===== src/rtl/pot_hdr_pkg.sv =====
package pot_hdr_pkg;

  localparam int BYTE_W = 8;
  localparam int CNT_W  = $clog2(BYTE_W);
  localparam logic [3:0] DEV_TYPE = 4'b0101;

  typedef enum logic [1:0] {
    ST_WAIT_ID  = 2'd0,
    ST_WAIT_CMD = 2'd1,
    ST_DROP     = 2'd2
  } frm_state_e;

  typedef struct packed {
    logic [3:0] op;
    logic [1:0] dreg;
    logic [1:0] wiper;
  } cmd_fields_t;

  // Identification byte check: type nibble, fixed-zero bits, strapped bits.
  function automatic logic id_accept(input logic [BYTE_W-1:0] idb,
                                     input logic [1:0] strap);
    return (idb[7:4] == DEV_TYPE) && (idb[3:2] == 2'b00) && (idb[1:0] == strap);
  endfunction

  // Command byte split into opcode, register index and wiper index.
  function automatic cmd_fields_t split_cmd(input logic [BYTE_W-1:0] b);
    cmd_fields_t f;
    f.op    = b[7:4];
    f.dreg  = b[3:2];
    f.wiper = b[1:0];
    return f;
  endfunction

endpackage


===== src/rtl/pot_hdr_sync.sv =====
module pot_hdr_sync #(
  parameter int W      = 1,
  parameter int STAGES = 2,
  parameter logic [W-1:0] RST_VAL = '0
) (
  input  logic         clk_i,
  input  logic         rst_ni,
  input  logic [W-1:0] d_i,
  output logic [W-1:0] q_o
);

  generate
    for (genvar b = 0; b < W; b++) begin : g_bit
      logic [STAGES-1:0] chain;
      always_ff @(posedge clk_i or negedge rst_ni) begin
        if (!rst_ni) chain <= {STAGES{RST_VAL[b]}};
        else         chain <= {chain[STAGES-2:0], d_i[b]};
      end
      assign q_o[b] = chain[STAGES-1];
    end
  endgenerate

endmodule


===== src/rtl/pot_hdr_shift.sv =====
module pot_hdr_shift
  import pot_hdr_pkg::*;
(
  input  logic              clk_i,
  input  logic              rst_ni,
  input  logic              sck_s_i,
  input  logic              mosi_s_i,
  input  logic              sel_act_i,
  output logic              byte_done_o,
  output logic [BYTE_W-1:0] byte_o,
  output logic [CNT_W-1:0]  bit_cnt_o
);

  logic              sck_q;
  logic              sck_rise;
  logic [BYTE_W-2:0] sr_q;
  logic [CNT_W-1:0]  cnt_q;

  assign sck_rise = sck_s_i & ~sck_q;

  always_ff @(posedge clk_i or negedge rst_ni) begin
    if (!rst_ni) begin
      sck_q <= 1'b0;
      sr_q  <= '0;
      cnt_q <= '0;
    end else begin
      sck_q <= sck_s_i;
      if (!sel_act_i) begin
        sr_q  <= '0;
        cnt_q <= '0;
      end else if (sck_rise) begin
        sr_q  <= {sr_q[BYTE_W-3:0], mosi_s_i};
        cnt_q <= cnt_q + 1'b1;
      end
    end
  end

  assign byte_done_o = sel_act_i & sck_rise & (cnt_q == CNT_W'(BYTE_W - 1));
  assign byte_o      = {sr_q, mosi_s_i};
  assign bit_cnt_o   = cnt_q;

endmodule


===== src/rtl/pot_hdr_fsm.sv =====
module pot_hdr_fsm
  import pot_hdr_pkg::*;
(
  input  logic              clk_i,
  input  logic              rst_ni,
  input  logic              sel_act_i,
  input  logic              guard_ok_i,
  input  logic              byte_done_i,
  input  logic [BYTE_W-1:0] byte_i,
  input  logic [1:0]        strap_i,
  output logic              valid_o,
  output cmd_fields_t       fields_o,
  output logic              id_ok_o
);

  frm_state_e  state_q, state_d;
  cmd_fields_t fields_q;
  logic        valid_q, valid_d;

  assign id_ok_o = id_accept(byte_i, strap_i);

  always_comb begin
    state_d = state_q;
    valid_d = 1'b0;
    if (!sel_act_i) begin
      state_d = ST_WAIT_ID;
    end else if (!guard_ok_i) begin
      state_d = ST_DROP;
    end else if (byte_done_i) begin
      unique case (state_q)
        ST_WAIT_ID:  state_d = id_ok_o ? ST_WAIT_CMD : ST_DROP;
        ST_WAIT_CMD: begin
          state_d = ST_DROP;
          valid_d = 1'b1;
        end
        default:     state_d = ST_DROP;
      endcase
    end
  end

  always_ff @(posedge clk_i or negedge rst_ni) begin
    if (!rst_ni) begin
      state_q  <= ST_WAIT_ID;
      valid_q  <= 1'b0;
      fields_q <= '0;
    end else begin
      state_q <= state_d;
      valid_q <= valid_d;
      if (valid_d) fields_q <= split_cmd(byte_i);
    end
  end

  assign valid_o  = valid_q;
  assign fields_o = fields_q;

endmodule


===== src/rtl/pot_cmd_hdr_dec.sv =====
module pot_cmd_hdr_dec
  import pot_hdr_pkg::*;
#(
  parameter int SYNC_STAGES = 2
) (
  input  logic       clk_i,
  input  logic       rst_ni,
  input  logic       spi_clk_i,
  input  logic       spi_mosi_i,
  input  logic       spi_sel_ni,
  input  logic       pause_ni,
  input  logic       wrprot_ni,
  input  logic [1:0] addr_strap_i,
  output logic       spi_miso_o,
  output logic       spi_miso_oe_o,
  output logic       cmd_valid_o,
  output logic [3:0] cmd_op_o,
  output logic [1:0] cmd_dreg_o,
  output logic [1:0] cmd_wiper_o
);

  localparam int NSYNC = 7;
  // bit order: strap[1:0], wrprot, pause, sel, mosi, sck
  localparam logic [NSYNC-1:0] SYNC_RST = 7'b0011100;

  logic [NSYNC-1:0]  raw_in, syn_in;
  logic              sck_s, mosi_s, sel_act, guard_ok;
  logic [1:0]        strap_s;
  logic              byte_done;
  logic [BYTE_W-1:0] byte_val;
  logic [CNT_W-1:0]  bit_cnt;
  logic              id_ok;
  cmd_fields_t       fields;

  assign raw_in = {addr_strap_i, wrprot_ni, pause_ni, spi_sel_ni, spi_mosi_i, spi_clk_i};

  pot_hdr_sync #(
    .W       (NSYNC),
    .STAGES  (SYNC_STAGES),
    .RST_VAL (SYNC_RST)
  ) u_sync (
    .clk_i  (clk_i),
    .rst_ni (rst_ni),
    .d_i    (raw_in),
    .q_o    (syn_in)
  );

  assign sck_s    = syn_in[0];
  assign mosi_s   = syn_in[1];
  assign sel_act  = ~syn_in[2];
  assign guard_ok = syn_in[3] & syn_in[4];
  assign strap_s  = syn_in[6:5];

  pot_hdr_shift u_shift (
    .clk_i       (clk_i),
    .rst_ni      (rst_ni),
    .sck_s_i     (sck_s),
    .mosi_s_i    (mosi_s),
    .sel_act_i   (sel_act),
    .byte_done_o (byte_done),
    .byte_o      (byte_val),
    .bit_cnt_o   (bit_cnt)
  );

  pot_hdr_fsm u_fsm (
    .clk_i       (clk_i),
    .rst_ni      (rst_ni),
    .sel_act_i   (sel_act),
    .guard_ok_i  (guard_ok),
    .byte_done_i (byte_done),
    .byte_i      (byte_val),
    .strap_i     (strap_s),
    .valid_o     (cmd_valid_o),
    .fields_o    (fields),
    .id_ok_o     (id_ok)
  );

  assign cmd_op_o      = fields.op;
  assign cmd_dreg_o    = fields.dreg;
  assign cmd_wiper_o   = fields.wiper;
  assign spi_miso_o    = 1'b0;
  assign spi_miso_oe_o = 1'b0;

endmodule


===== config.mk =====
export PLATFORM = sky130hd
export DESIGN_NAME = pot_cmd_hdr_dec
export DESIGN_NICKNAME = d
export VERILOG_FILES = /design/src/rtl/pot_hdr_pkg.sv /design/src/rtl/pot_hdr_sync.sv /design/src/rtl/pot_hdr_shift.sv /design/src/rtl/pot_hdr_fsm.sv /design/src/rtl/pot_cmd_hdr_dec.sv
export SDC_FILE = /design/constraint.sdc
export NUM_CORES = 1
export LEC_CHECK = 0
export ABC_AREA = 1
export CORE_MARGIN = 2
export CORE_UTILIZATION = 30
export CTS_CLUSTER_SIZE = 16
export DETAILED_ROUTE_END_ITERATION = 16
export HOLD_SLACK_MARGIN = 0.08
export PLACE_DENSITY = 0.51
export SETUP_SLACK_MARGIN = 0.2
export SKIP_LAST_GASP = 1
export SLEW_MARGIN = 40
export SYNTH_ARGS = -nofsm -noshare
export SYNTH_HDL_FRONTEND = slang
export SYNTH_SLANG_ARGS = --single-unit

===== constraint.sdc =====
create_clock -name clk_i -period 3.2 [get_ports clk_i]
set_input_delay 0.96 -clock clk_i [delete_from_list [all_inputs] [get_ports clk_i]]
set_output_delay 0.96 -clock clk_i [all_outputs]
set_load 0.02 [all_outputs]

Word-level counts from Yosys, hierarchy flattened
Cells that the tools add are included.
{"block": "word_totals", "ff_bits": 36, "latch_bits": 0, "ram_bits": 0, "mem_bits_ro": 0, "inputBits": 9, "output_inout_bits": 11, "wordCells": 45, "n_memories": 0}
{"block": "classes", "add_sub_neg": 1, "multipliers": 0, "div_mod_pow": 0, "n_lt_le_gt_ge": 0, "n_eq_ne": 5, "shift": 0, "n_mux": 13, "n_bitwise": 6, "n_reduce_logical": 5}
{"op": "two-way mux 7 bit", "n": 2}
{"op": "two-way mux 2 bit", "n": 5}
{"op": "two-way mux 3 bit", "n": 2}
{"op": "bitwise AND 1 bit", "n": 4}
{"op": "equality test 4 x 3 -> 1 bit (second input constant)", "n": 1}
{"op": "logical NOT 2 bit", "n": 2}
{"op": "two-way mux 1 bit", "n": 4}
{"op": "adder 3 x 1 -> 3 bit (second input constant)", "n": 1}
{"op": "equality test 3 bit (second input constant)", "n": 1}
{"op": "!= test 3 bit (second input constant)", "n": 1}
{"op": "equality test 2 x 1 -> 1 bit (second input constant)", "n": 1}
{"op": "equality test 2 bit", "n": 1}
{"op": "logical AND 1 bit", "n": 2}
{"op": "inverter 1 bit", "n": 2}
{"op": "nonzero test 2 bit", "n": 1}

Depth between registers and ports, before layout
{"block": "logic_depth", "depth_word": 8, "mapped_depth": 9, "depth_no_buf": 9}

Hierarchy
From an unflattened synthesis, not the netlist that was laid out.
{"block": "hier_totals", "hier_cells": 149, "hier_area_um2": 1502.7}
{"mod": "pot_hdr_fsm", "n_inst": 1, "cells_each": 68, "area_per_inst_um2": 533.0, "seq_area_each_um2": 275.3}
{"mod": "pot_hdr_shift", "n_inst": 1, "cells_each": 54, "area_per_inst_um2": 529.3, "seq_area_each_um2": 275.3}
{"mod": "pot_hdr_sync", "n_inst": 1, "cells_each": 21, "area_per_inst_um2": 410.4, "seq_area_each_um2": 357.8}
{"mod": "pot_cmd_hdr_dec", "n_inst": 1, "cells_each": 6, "area_per_inst_um2": 30.0, "seq_area_each_um2": 0.0}

Least setup slack after synthesis
No wires, ideal clock.
{"block": "synth_path", "path_kind": "register to output", "start": "register u_fsm.fields_q (netlist bit u_fsm.fields_o[2])", "end": "output port cmd_dreg_o[0]", "arrival_time_ns": 0.425, "required_ns": 2.240, "path_slack_ns": 1.815, "path_stages_with_launch": 1, "n_path_buf": 0, "path_cell_list": "dfrtp_1"}
{"item": "start, declared", "line_no": "pot_hdr_fsm.sv:17", "source": "cmd_fields_t fields_q;"}
{"item": "start signal, assigned", "line_no": "pot_hdr_fsm.sv:49", "source": "if (valid_d) fields_q <= split_cmd(byte_i);"}
{"item": "end, declared", "line_no": "pot_cmd_hdr_dec.sv:18", "source": "output logic [1:0] cmd_dreg_o,"}
No word-level cell between the ends.

Worst setup path in the final report
{"block": "layout_path", "start": "register u_fsm.fields_q (netlist bit u_fsm.fields_o[2])", "end": "output port cmd_dreg_o[0]"}
No word-level cell between the ends.

==> summary.md <==
| Metric | Value |
|---|---|
| Io pins | `20` |
| Internal Power | `approximately 0.00076 W` |
| Syn_area_per_cell | `10.6 µm²` |
| Detail Route Antenna Nets | `0` |
| Yosys warnings | `0` |
| Core Box Area | `4320 µm²` |
| Root buf cell | `clkbuf_8` |
| Syn Std Cell Area | `1340 µm²` |
| Share of layout cells above drive strength 1 | `14.5%` |
| Clock-pin slew on the worst setup and hold paths | `70 ps` |
| Clock sink count | `36` |
| Status | `finished clean` |
| Worst min path class | `flip-flop to flip-flop` |
| First-pass GRT wire length | `around 3.9 mm` |
| Setup crit end kind | `output port` |
| Critical path buffers and inverters | `1` |
| Largest area contributor in the netlist | `dfrtp_1` |
| DRC violation count after routing | `0` |
| Worst-path fanout max | `2` |
| Die Span Y | `around 71 µm` |
| Final setup violation count | `0` |
| Setup_tns | `0 ps` |
| Clock Latency Late Sink | `around 270 ps` |
| Commonest non-fill, non-tap cell in the layout | `nand2_1` |
| NetSw | `0.000177 W` |
| Critical Path Start Type | `flip-flop` |
| Post-CTS setup buffers | `0` |
| Total global routing overflow | `0` |
| Min Hold Slack | `348 ps` |
| Final hold violation count | `0` |
| RSZ-0062 raised after global routing | `false` |
| Max incr delay on CP | `about 600 ps` |
| Overall routing resource usage | `approximately 10%` |
| Top-area cell type share of the netlist area | `approximately 56%` |
| I/O Buffers | `17` |
| Number of global-route vias before repair | `875` |
| Worst VDD drop | `between 0.0002 and 0.00025 V` |
| Cts repair resizes | `0` |
| DR WL/cell | `10.4 µm` |
| P_leak | `0.857 nW` |
| Placer Congestion | `around 0.75` |
| Critical path, cell by cell | `clkdlybuf4s50_1` |
| Clock power frac | `between 40% and 50%` |
| Initial antenna violation count | `0` |
| Synth async-reset ratio | `between 90% and 100%` |
| Fin crit share | `68.4%` |
| Sequential power share | `slightly above 50%` |
| Top_reg_cell synth | `dfrtp_1` |
| Fmax | `457 MHz` |
| Post-synth cell types | `19` |
| Largest net degree at the start of global routing | `37` |
| WL final | `2.13 mm` |
| Clock buffer depth | `2` |
| Logic pwr share | `4.2%` |
| Sequential area share after synthesis | `67.7%` |
| Final Power | `0.000937 W` |
| Number of cell rows | `24` |
| Max-slew violations | `0` |
| Yosys reg bits | `36` |
| Crit path time final | `between 2000 and 2500 ps` |
| Filler cells | `roughly 430` |
| Iteration-0 DRC Markers | `48` |
| Worst EP required | `roughly 2200 ps` |
| Fin nets | `between 150 and 200` |
| Slowest CP cell | `clkdlybuf4s50_1` |
| Clk_skew | `approximately 8.3 ps` |
| WS Path Type | `flip-flop to output port` |
| Post-synth EDFFs | `0` |
| CTS Buf Count | `5` |
| H-Tree Depth | `2` |
| 1st-pass router iterations | `4` |
| Diode count | `0` |
| Post-DP HPWL | `~1.5 mm` |
| Initial core utilization | `between 30% and 40%` |
| Cts-stage hold buffer count | `0` |
| PD cells | `approximately 550 nW/µm²` |
| Arrival @ worst endpoint | `~1200 ps` |
| Via count | `just under 900` |
| Family with the most delay on the worst path | `buffers and inverters` |
| Max Cap Viol | `0` |
| Most frequent cells in the layout | `nand2_1 (34), dfrtp_1 (30), clkdlybuf4s50_1 (17)` |
| CTS tree | `built` |
| Area Overhead vs Synth | `26.7%` |
| Top cells by area, synth | `dfrtp_1 (56%), dfstp_2 (12%), nand2_1 (9.5%)` |
| Die Wd | `between 70 and 80 µm` |
| Switching share of power | `18.9%` |
| Mapped Cells | `127` |
| Via/cell ratio | `around 4.3` |
| Die ar. | `about 5000 µm²` |
registers in the layout, summed over array words and instances, names as in the netlist:
signal / cells
u_shift.sck_q: 1
u_shift.sr_q: 7
u_fsm.fields_o: 8
u_fsm.state_q: 2
u_sync.g_bit.chain: 14
u_shift.bit_cnt_o: 3
u_fsm.valid_o: 1
worst reg2reg max path: cells and delay by family (launching register included):
family                     cells  cell delay [ps]
adders and majority gates      2              310
buffers and inverters          1              220
DFF                            1              370
and+or+nand+nor                4              450
layout make-up:
| class | instances | area, µm² | area share, % |
|---|---|---|---|
| Tap cell | 52 | 65.1 | 3.83 |
| Clock inverter | 1 | 30.0 | 1.77 |
| Timing Repair Buffer | 18 | 178 | 10.5 |
| Inverter | 17 | 65.1 | 3.83 |
| Multi-Input combinational cell | 73 | 357 | 21.0 |
| Sequential cell | 36 | 908 | 53.5 |
| Clock buffer | 7 | 96.3 | 5.67 |
cell usage after synthesis, types with 2 or more instances:
cell     instances
nand3_1         16
nor2_1           5
ha_1             2
o21ai_0          2
dfrtp_1         30
buf_4            2
nand2_1         34
inv_1           13
dfstp_2          6
o22ai_1          6
inv_2            3
path summary, 6_finish.rpt:
path | depth (start not counted) | slack (ps) | startpoint | endpoint
min in group asynchronous | 2 | 1090 | rst_ni | u_fsm.fields_o[1]
max in group asynchronous | 2 | 1760 | rst_ni | u_sync.g_bit[2].chain[1]
worst min-delay path | 0 | 350 | u_sync.g_bit[1].chain[0] | u_sync.g_bit[1].chain[1]
worst min register to register | 0 | 350 | u_sync.g_bit[1].chain[0] | u_sync.g_bit[1].chain[1]
worst max register to register | 7 | 1740 | u_shift.bit_cnt_o[0] | u_fsm.fields_o[7]
worst max-delay path | 1 | 1010 | u_fsm.fields_o[2] | cmd_dreg_o[0]
power groups by stage:
stage	sequential, W	clock, W	combinational, W
2_1_floorplan	0.000484	0	0.0000194
3_3_place_gp	0.000485	0	0.0000390
3_5_place_dp	0.000486	0	0.0000406
4_1_cts	0.000477	0.000436	0.0000407
5_1_grt	0.000479	0.000461	0.0000465
6_report	0.000477	0.000421	0.0000395
per-stage QoR:
stage	setup slack, ps	cells	cell area [µm²]	util (%)
after CTS	998	204	1700	39.3
after global placement	1320	196	1570	36.4
after global routing	968	204	1700	39.3
final	1010	204	1700	39.3
after floorplan	1820	128	1350	-
after detailed placement	1310	196	1570	36.4
cells by family after synthesis:
logic type                 count (synthesis)  synth area share, %
AOI/OAI and AO/OA                          9                 3.92
adders and majority gates                  2                 1.87
buffers and inverters                     19                 5.97
DFF                                       36                 67.7
other                                      1                0.280
and+or+nand+nor                           60                 20.2
metal layers:
layer  track usage (%)  vias up  share of wire, %
met5                 0        -                 0
met4              5.03        0               2.3
met3              2.99        5               3.5
met2              15.7       16                48
met1              12.2      412                46
li1                  -      451                 -
Note: power is estimated with default switching activity, not from simulation.
